File: config.mk
export PLATFORM = sky130hd
export DESIGN_NAME = fnd_fb_divider
export DESIGN_NICKNAME = d
export VERILOG_FILES = /design/src/rtl/fnd_pkg.sv /design/src/rtl/fnd_sdm.sv /design/src/rtl/fnd_pswallow.sv /design/src/rtl/fnd_ref_div.sv /design/src/rtl/fnd_fb_divider.sv
export SDC_FILE = /design/constraint.sdc
export NUM_CORES = 1
export LEC_CHECK = 0
export CAP_MARGIN = 30
export CORE_UTILIZATION = 55
export DETAILED_ROUTE_END_ITERATION = 10
export GPL_TIMING_DRIVEN = 0
export PLACE_DENSITY = 0.77
export SETUP_SLACK_MARGIN = 0.02
export SLEW_MARGIN = 10
export SYNTH_ARGS = -nofsm -noshare
export SYNTH_HDL_FRONTEND = slang
export SYNTH_SLANG_ARGS = --single-unit
export TNS_END_PERCENT = 1
File: constraint.sdc
create_clock -name clk_i -period 14.8 [get_ports clk_i]
set_input_delay 4.44 -clock clk_i [delete_from_list [all_inputs] [get_ports clk_i]]
set_output_delay 4.44 -clock clk_i [all_outputs]
set_load 0.01 [all_outputs]
File: src/rtl/fnd_pkg.sv
package fnd_pkg;
  typedef enum logic {PSC_4_5 = 1'b0, PSC_8_9 = 1'b1} psc_e;

  // smallest legal integer divide: P*P
  function automatic logic [6:0] n_floor(input logic hi);
    return hi ? 7'd64 : 7'd16;
  endfunction
endpackage

File: src/rtl/fnd_sdm.sv
module fnd_sdm import fnd_pkg::*; #(
  parameter int unsigned INT_W  = 12,
  parameter int unsigned FRAC_W = 12,
  localparam int unsigned N_W   = INT_W + 1
) (
  input  logic              clk_i,
  input  logic              rst_ni,
  input  logic              load_i,
  input  logic [INT_W-1:0]  int_i,
  input  logic [FRAC_W-1:0] frac_i,
  input  logic [FRAC_W-1:0] mod_i,
  input  logic              p8_i,
  output logic [N_W-1:0]    n_o,
  output logic              clamp_o,
  output logic [FRAC_W-1:0] acc_o,
  output logic [FRAC_W-1:0] mod_o
);
  logic [FRAC_W-1:0] mod_eff, frac_eff, acc_q, mod_q, acc_base, acc_nxt;
  logic [FRAC_W:0]   sum;
  logic              carry;
  logic [N_W-1:0]    n_min, int_ext, int_eff;

  always_comb begin
    mod_eff  = (mod_i == '0) ? FRAC_W'(1) : mod_i;
    frac_eff = (frac_i >= mod_eff) ? mod_eff - FRAC_W'(1) : frac_i;
    // a modulus shrunk below the held residue restarts the residue
    acc_base = (acc_q >= mod_eff) ? '0 : acc_q;
    sum      = {1'b0, acc_base} + {1'b0, frac_eff};
    carry    = sum >= {1'b0, mod_eff};
    acc_nxt  = carry ? FRAC_W'(sum - {1'b0, mod_eff}) : sum[FRAC_W-1:0];
    n_min    = N_W'(n_floor(p8_i));
    int_ext  = {1'b0, int_i};
    clamp_o  = int_ext < n_min;
    int_eff  = clamp_o ? n_min : int_ext;
    n_o      = int_eff + N_W'(carry);
  end

  always_ff @(posedge clk_i or negedge rst_ni) begin
    if (!rst_ni) begin
      acc_q <= '0;
      mod_q <= FRAC_W'(1);
    end else if (load_i) begin
      acc_q <= acc_nxt;
      mod_q <= mod_eff;
    end
  end

  assign acc_o = acc_q;
  assign mod_o = mod_q;
endmodule

File: src/rtl/fnd_pswallow.sv
module fnd_pswallow #(
  parameter int unsigned N_W = 13
) (
  input  logic           clk_i,
  input  logic           rst_ni,
  input  logic           tick_i,
  input  logic           load_i,
  input  logic [N_W-1:0] n_i,
  input  logic           p8_i,
  output logic           pre_o,
  output logic           done_o,
  output logic           p8_o
);
  localparam int unsigned PC_W = 4;

  logic            p8_q;
  logic [N_W-1:0]  b_q, m_cnt_q, b_nxt;
  logic [2:0]      a_q, a_nxt;
  logic [PC_W-1:0] pre_cnt_q, p_mod;
  logic            pre_last, m_last;

  always_comb begin
    b_nxt    = p8_i ? (n_i >> 3) : (n_i >> 2);
    a_nxt    = p8_i ? n_i[2:0] : {1'b0, n_i[1:0]};
    // swallow phase: P+1 while fewer than A prescaler cycles are done
    p_mod    = (p8_q ? PC_W'(8) : PC_W'(4)) +
               ((m_cnt_q < N_W'(a_q)) ? PC_W'(1) : PC_W'(0));
    pre_last = pre_cnt_q == p_mod - PC_W'(1);
    m_last   = m_cnt_q == b_q - N_W'(1);
    pre_o    = tick_i & pre_last;
    done_o   = pre_o & m_last;
  end

  always_ff @(posedge clk_i or negedge rst_ni) begin
    if (!rst_ni) begin
      p8_q      <= 1'b0;
      b_q       <= N_W'(4);
      a_q       <= '0;
      pre_cnt_q <= '0;
      m_cnt_q   <= '0;
    end else if (load_i) begin
      p8_q      <= p8_i;
      b_q       <= b_nxt;
      a_q       <= a_nxt;
      pre_cnt_q <= '0;
      m_cnt_q   <= '0;
    end else if (tick_i) begin
      if (pre_last) begin
        pre_cnt_q <= '0;
        m_cnt_q   <= m_last ? '0 : m_cnt_q + N_W'(1);
      end else begin
        pre_cnt_q <= pre_cnt_q + PC_W'(1);
      end
    end
  end

  assign p8_o = p8_q;
endmodule

File: src/rtl/fnd_ref_div.sv
module fnd_ref_div #(
  parameter int unsigned REF_W = 4
) (
  input  logic             clk_i,
  input  logic             rst_ni,
  input  logic             tick_i,
  input  logic [REF_W-1:0] div_i,
  output logic             pulse_o
);
  logic [REF_W-1:0] cnt_q, r_eff;
  logic             last;

  always_comb begin
    r_eff   = (div_i == '0) ? REF_W'(1) : div_i;
    last    = cnt_q >= r_eff - REF_W'(1);
    pulse_o = tick_i & last;
  end

  always_ff @(posedge clk_i or negedge rst_ni) begin
    if (!rst_ni)     cnt_q <= '0;
    else if (tick_i) cnt_q <= last ? '0 : cnt_q + REF_W'(1);
  end
endmodule

File: src/rtl/fnd_fb_divider.sv
module fnd_fb_divider import fnd_pkg::*; #(
  parameter int unsigned INT_W  = 12,
  parameter int unsigned FRAC_W = 12,
  parameter int unsigned REF_W  = 4,
  localparam int unsigned N_W   = INT_W + 1
) (
  input  logic              clk_i,
  input  logic              rst_ni,
  input  logic              rf_tick_i,
  input  logic              ref_tick_i,
  input  logic [INT_W-1:0]  int_i,
  input  logic [FRAC_W-1:0] frac_i,
  input  logic [FRAC_W-1:0] mod_i,
  input  logic              psc_sel_i,
  input  logic [REF_W-1:0]  ref_div_i,
  output logic              fb_pulse_o,
  output logic              pre_pulse_o,
  output logic              ref_pulse_o,
  output logic [N_W-1:0]    n_cur_o,
  output logic              int_clamp_o
);
  logic              start_q, load, done, pre, ref_pulse, clamp, p8_sel, p8_act;
  logic [N_W-1:0]    n_nxt;
  logic [FRAC_W-1:0] acc_cur, mod_cur;

  assign p8_sel = psc_e'(psc_sel_i) == PSC_8_9;
  assign load   = start_q | done;

  fnd_sdm #(.INT_W(INT_W), .FRAC_W(FRAC_W)) u_sdm (
    .clk_i, .rst_ni, .load_i(load), .int_i, .frac_i, .mod_i, .p8_i(p8_sel),
    .n_o(n_nxt), .clamp_o(clamp), .acc_o(acc_cur), .mod_o(mod_cur)
  );

  fnd_pswallow #(.N_W(N_W)) u_pswallow (
    .clk_i, .rst_ni, .tick_i(rf_tick_i), .load_i(load), .n_i(n_nxt), .p8_i(p8_sel),
    .pre_o(pre), .done_o(done), .p8_o(p8_act)
  );

  fnd_ref_div #(.REF_W(REF_W)) u_ref_div (
    .clk_i, .rst_ni, .tick_i(ref_tick_i), .div_i(ref_div_i), .pulse_o(ref_pulse)
  );

  always_ff @(posedge clk_i or negedge rst_ni) begin
    if (!rst_ni) begin
      start_q     <= 1'b1;
      fb_pulse_o  <= 1'b0;
      pre_pulse_o <= 1'b0;
      ref_pulse_o <= 1'b0;
      n_cur_o     <= N_W'(16);
      int_clamp_o <= 1'b0;
    end else begin
      start_q     <= 1'b0;
      fb_pulse_o  <= done;
      pre_pulse_o <= pre;
      ref_pulse_o <= ref_pulse;
      if (load) begin
        n_cur_o     <= n_nxt;
        int_clamp_o <= clamp;
      end
    end
  end
endmodule

[Word-level counts from Yosys, hierarchy flattened]
Cells that the tools add are included.
Word-level totals
  register bits: 68
  input bits: 45
  output and inout bits: 17
Cells by class
  add/subtract/negate cells: 11
  $lt $le $gt $ge: 6
  equal/unequal tests: 2
  muxes and demuxes: 19
  bitwise operators: 4
  reductions and logical operators: 5
Operator list (count)
  $mux 12: 5
  $mux 13: 4
  $ge 12x12->1: 2
  $mux 4: 6
  $add 12x12->13: 1
  $add 13x1->13: 1
  $add 13x1->13 const B: 1
  $eq 13x13->1: 1
  $ge 13x12->1: 1
  $lt 13x3->1: 1
  $sub 13x1->13 const B: 1
  $logic_not 12->1: 1
  $lt 12x7->1: 1
  $sub 12x1->12 const B: 1
  $sub 12x12->12: 1
  $mux 11: 1
  $add 4x1->4 const B: 2
  $sub 4x1->4 const B: 2
  $mux 7: 1
  $add 4x4->4: 1
  $eq 4x4->1: 1
  $ge 4x4->1: 1
  $logic_not 4->1: 1
  $reduce_bool 2->1: 2
  other kinds (5): 7

[Longest topological paths before layout]
  word-level depth: 10
  gate-level depth with buffers: 38

[Cells and area by module]
A second synthesis with hierarchy kept.
Second synthesis, totals
  cells, all modules: 763
  area, all modules: 6830.3 µm²
By module, submodules not included
  fnd_sdm: times used 1, cells an instance 432, area an instance 3585.9 µm², seq. area each 601.8 µm²
  fnd_pswallow: times used 1, cells an instance 260, area an instance 2224.6 µm², seq. area each 802.0 µm²
  fnd_fb_divider: times used 1, cells an instance 36, area an instance 683.2 µm², seq. area each 452.9 µm²
  fnd_ref_div: times used 1, cells an instance 35, area an instance 336.6 µm², seq. area each 100.1 µm²

[Least setup slack after synthesis]
OpenSTA, ideal clock, no wires.
  path type: input to register
  from: input port mod_i[10]
  to: register u_pswallow.b_q[3]
  data arrival time: 11971 ps
  setup slack: 2702 ps
  cell stages on the path: 36
  buffers on the path: 2
  cells stage by stage: or4_1 > nor3b_1 > a41oi_1 > inv_1 > ha_1 > nand2b_1 > a21o_1 > a21o_1 > a21oi_1 > o211ai_1 > a31oi_1 > clkbuf_1 > mux2_2 > ha_1 > a211o_1 > a2111oi_0 > nor2_1 > a21oi_1 > xnor2_1 > ha_1 > nor2_1 > nor3b_1 > nor4bb_1 > o21a_1 > a21o_1 > clkbuf_1 > nand3_1 > ha_1 > ha_1 > nand3_1 > nor2_1 > xor2_1 > nand2_1 > o21ai_0 > mux2_2 > mux2_1
On the way
  word-level cells in the longest chain between the ends: 8
  elaborated cells between the ends (all ways): 11
  classes of those cells: 3 x add/sub; 3 x order compare; 4 x mux; 1 x reduce/logical
RTL lines
  from (decl): line fnd_fb_divider.sv:13  | input logic [FRAC_W-1:0] mod_i,
  $logic_not 12->1: line fnd_sdm.sv:24  | mod_eff = (mod_i == '0) ? FRAC_W'(1) : mod_i;
  $mux 12 *: line fnd_sdm.sv:24
  $sub 12x1->12 (tied with other cells): line fnd_sdm.sv:25  | frac_eff = (frac_i >= mod_eff) ? mod_eff - FRAC_W'(1) : frac_i;
  $mux 12 (on tied branches): line fnd_sdm.sv:25, fnd_sdm.sv:27
  $add 12x12->13: line fnd_sdm.sv:28  | sum = {1'b0, acc_base} + {1'b0, frac_eff};
  $ge 13x12->1 *: line fnd_sdm.sv:29  | carry = sum >= {1'b0, mod_eff};
  $add 13x1->13 *: line fnd_sdm.sv:35  | n_o = int_eff + N_W'(carry);
  $mux 11 *: line fnd_pswallow.sv:23  | b_nxt = p8_i ? (n_i >> 3) : (n_i >> 2);
  to (signal assigned): line fnd_pswallow.sv:43  | b_q <= b_nxt;
  to (decl): line fnd_pswallow.sv:17  | logic [N_W-1:0] b_q, m_cnt_q, b_nxt;
Every way passes the cells marked *; elsewhere a longest branch is shown, timed or not.
A chain may end at the register's enable or synchronous reset.

[Worst setup path after layout]
  from: input port mod_i[7]
  to: register u_pswallow.b_q[3]
The elaborated chain is that of the path after synthesis.

==> results.json <==
{
  "status": "finished clean",
  "cts_resized": 0,
  "drt_iter0_drc": 613,
  "grt_max_degree": 65,
  "cap_violations": 0,
  "slew_violations": 0,
  "final_nets": 916,
  "yosysUniqueCellTypes": 67,
  "min_period_ns": 14.01,
  "gp_congestion": 0.9634,
  "antennaDiodeCount": 0,
  "crit_path_end_kind": "flop",
  "areaGrowthSynthToFinish_pct": 17.61,
  "crit_fanout": 10,
  "tritoncts": "yes",
  "yosysWarnings": 0,
  "firstDrtPassIters": 7,
  "fin_tns_setup_ns": 0,
  "hold_viol": 0,
  "finalSetupViolCount": 0,
  "clock_sinks": 64,
  "cts_buffer_depth": 2,
  "drc": 0,
  "grt_pass1_wl_um": 28050,
  "io_pins": 62,
  "p_per_area_nw_per_um2": 235.9,
  "dp_hpwl_um": 13360,
  "relSlewSlack_pct": 32.18,
  "rsz0062_at_grt": "no",
  "vias_per_cell": 6.292,
  "overflow": 0,
  "min-delay-start": "u_ref_div.cnt_q[3]",
  "placed_cell_area_um2": 7057,
  "reg2reg_to": "u_pswallow.b_q[3]",
  "ir_worst_vdd_mv": 0.1560,
  "core-area_um2": 10980,
  "cp-start-kind": "input pin",
  "synthesis.area_um2": 6274,
  "finClkSkew_ns": 0.005595,
  "insertion_delay_ns": 0.34,
  "die_h_um": 108.8,
  "drive_above_1_share_pct": 8.653,
  "critPathKind": "input pin to flop",
  "grt_pass1_vias": 5793,
  "htreeDepth": 3,
  "path_clk_slew_ns": 0.05,
  "routed_wl_um": 17120,
  "cts-root-buf": "clkbuf_16",
  "portBuffers": 61,
  "netlist_instances": 733,
  "crit_arrival_ns": 14.22,
  "crit_top_cell": "ha_1",
  "seq_area_frac_synth_pct": 25.59,
  "min_path_type": "flop to flop",
  "mostFrequentLayoutCells": "64 x ha_1, 61 x dfrtp_1, 60 x clkdlybuf4s50_1, 50 x nor2_1, 47 x a21oi_1",
  "cts_buffers": 9,
  "syn_avg_cell_area_um2": 8.559,
  "die_area_um2": 11840,
  "ant_nets": 0,
  "cts_setup_buffers": 0,
  "synth-main-ff-cell": "dfrtp_1",
  "slowest_delay_ns": 0.87,
  "hold_buffers": 0,
  "synth_edf_count": 0,
  "slowest_stage": "a2111oi_0",
  "syn_nets": 844,
  "cp.required_ns": 15.01,
  "total_leakage_power_nw": 3.197,
  "rr_startpoint": "u_sdm.acc_o[0]",
  "async_flop_share_pct": 100.0,
  "wl_per_cell_um": 18.04,
  "finalCritPeriodShare_pct": 94.63,
  "num_rows": 38,
  "fmax_mhz": 71.40,
  "holdPathEnd": "u_ref_div.cnt_q[3]",
  "antenna_found_initial": 0,
  "ff2ff_setup_slack_ns": 6.93,
  "whs_path_depth": 1,
  "floorplan.die.width_um": 108.8,
  "fin_area_um2": 7378,
  "start_util_pct": 57.12,
  "worstMarginPinSlew_ns": 0.9916,
  "rr_worst_depth": 33,
  "vias": 5971,
  "ys_ff_latch": 64,
  "groute.usage.overall_pct": 30.50,
  "final_common_cell": "ha_1"
}
[worst max-delay path by stage]
stage          cells after the start       from  slack [ns]           endpoint
2_1_floorplan                     36  mod_i[10]        2.70  u_pswallow.b_q[3]
3_3_place_gp                      37   mod_i[7]        0.76  u_pswallow.b_q[3]
3_5_place_dp                      37   mod_i[7]        0.68  u_pswallow.b_q[3]
4_1_cts                           37   mod_i[7]        0.97  u_pswallow.b_q[3]
5_1_grt                           37   mod_i[7]        0.28  u_pswallow.b_q[3]
6_report                          37   mod_i[7]        0.79  u_pswallow.b_q[3]
[stage by stage]
stage                     power (W)  utilization (%)  worst slack [ns]  instances  hold WS, ns
after floorplan            0.001183                -             2.702        733       0.4583
after global placement     0.001443            64.27            0.7569        934       0.4781
after detailed placement   0.001473            64.25            0.6780        934       0.4824
after CTS                  0.001717            67.18            0.9657        949       0.4935
after global routing       0.001880            67.18            0.2775        949       0.5216
final                      0.001740            67.18            0.7945        949       0.4875
[area by class of cell]
class                      count  area, µm²
multi-input combinational    591       4338
fill                         893       3605
sequential                    64       1605
timing repair buffer          61      608.1
clock buffer                  12      256.5
tap                          140      175.2
buffer                        34      165.2
inverter                      44      165.2
clock inverter                 3      65.06
[synthesized netlist by cell type, types with 3 or more instances]
library cell	n	area, µm²
ha_1	64	800.8
dfrtp_1	61	1526
nor2_1	50	187.7
a21oi_1	47	235.2
inv_1	42	157.7
nand3_1	39	195.2
xnor2_1	34	297.8
nand2_1	30	112.6
nand4_1	27	168.9
o21ai_0	26	130.1
clkbuf_1	23	86.33
mux2_2	22	247.7
nor3_1	18	90.09
a21o_1	17	127.6
o31ai_1	17	127.6
a211oi_1	16	120.1
nand2b_1	16	100.1
xor2_1	16	140.1
a31oi_1	13	81.33
mux2i_1	13	130.1
nor2b_1	12	75.07
mux2_1	10	112.6
nor4_1	8	50.05
or3_1	7	43.79
and3_1	6	37.54
buf_2	6	30.03
o211ai_1	6	45.04
o21a_1	6	45.04
or2_2	6	37.54
nor3b_1	5	37.54
o2111ai_1	5	43.79
o311ai_0	5	43.79
a21boi_0	4	30.03
and2_1	4	25.02
or4_1	4	30.03
and4_1	3	26.28
buf_6	3	33.78
dfstp_2	3	78.83
[critical path: cells and delay by family]
family	cells	cell delay, ns
buf+inv	4	1.64
simple gates	11	2.20
compound gates	12	3.31
mux	3	0.98
xor+xnor	2	0.34
fa+ha+maj	5	1.33
[state kept, by name, summed over array words and instances (netlist names)]
register	count
fb_pulse_o	1
int_clamp_o	1
n_cur_o	13
pre_pulse_o	1
ref_pulse_o	1
start_q	1
u_pswallow.a_q	1
u_pswallow.b_q	11
u_pswallow.m_cnt_q	13
u_pswallow.p8_o	1
u_pswallow.pre_cnt_q	4
u_ref_div.cnt_q	4
u_sdm.acc_o	12
[cell families after synthesis]
kind of cell	after synthesis	synth area share (%)
buf+inv	78	5.265
fa+ha+maj	66	13.40
flops	64	25.59
mux	45	7.818
xor+xnor	50	6.980
simple gates	244	20.82
other cells	1	0.05978
compound gates	185	20.06
[power by group]
part | internal [W] | switching [W] | leakage, nW
clock network | 0.000155 | 0.0000738 | 0.159
registers | 0.000228 | 0.0000512 | 0.795
logic | 0.000516 | 0.000716 | 2.24
[routing by layer]
metal  wire length [µm]  up-vias  track usage, %
met2               7845      196           48.33
met3                976       28           5.081
li1                   -     2875               -
met4                342        0           10.04
met1               7953     2872           42.11
met5                  0        -               0
No activity file was read; power rests on OpenSTA's default activity.
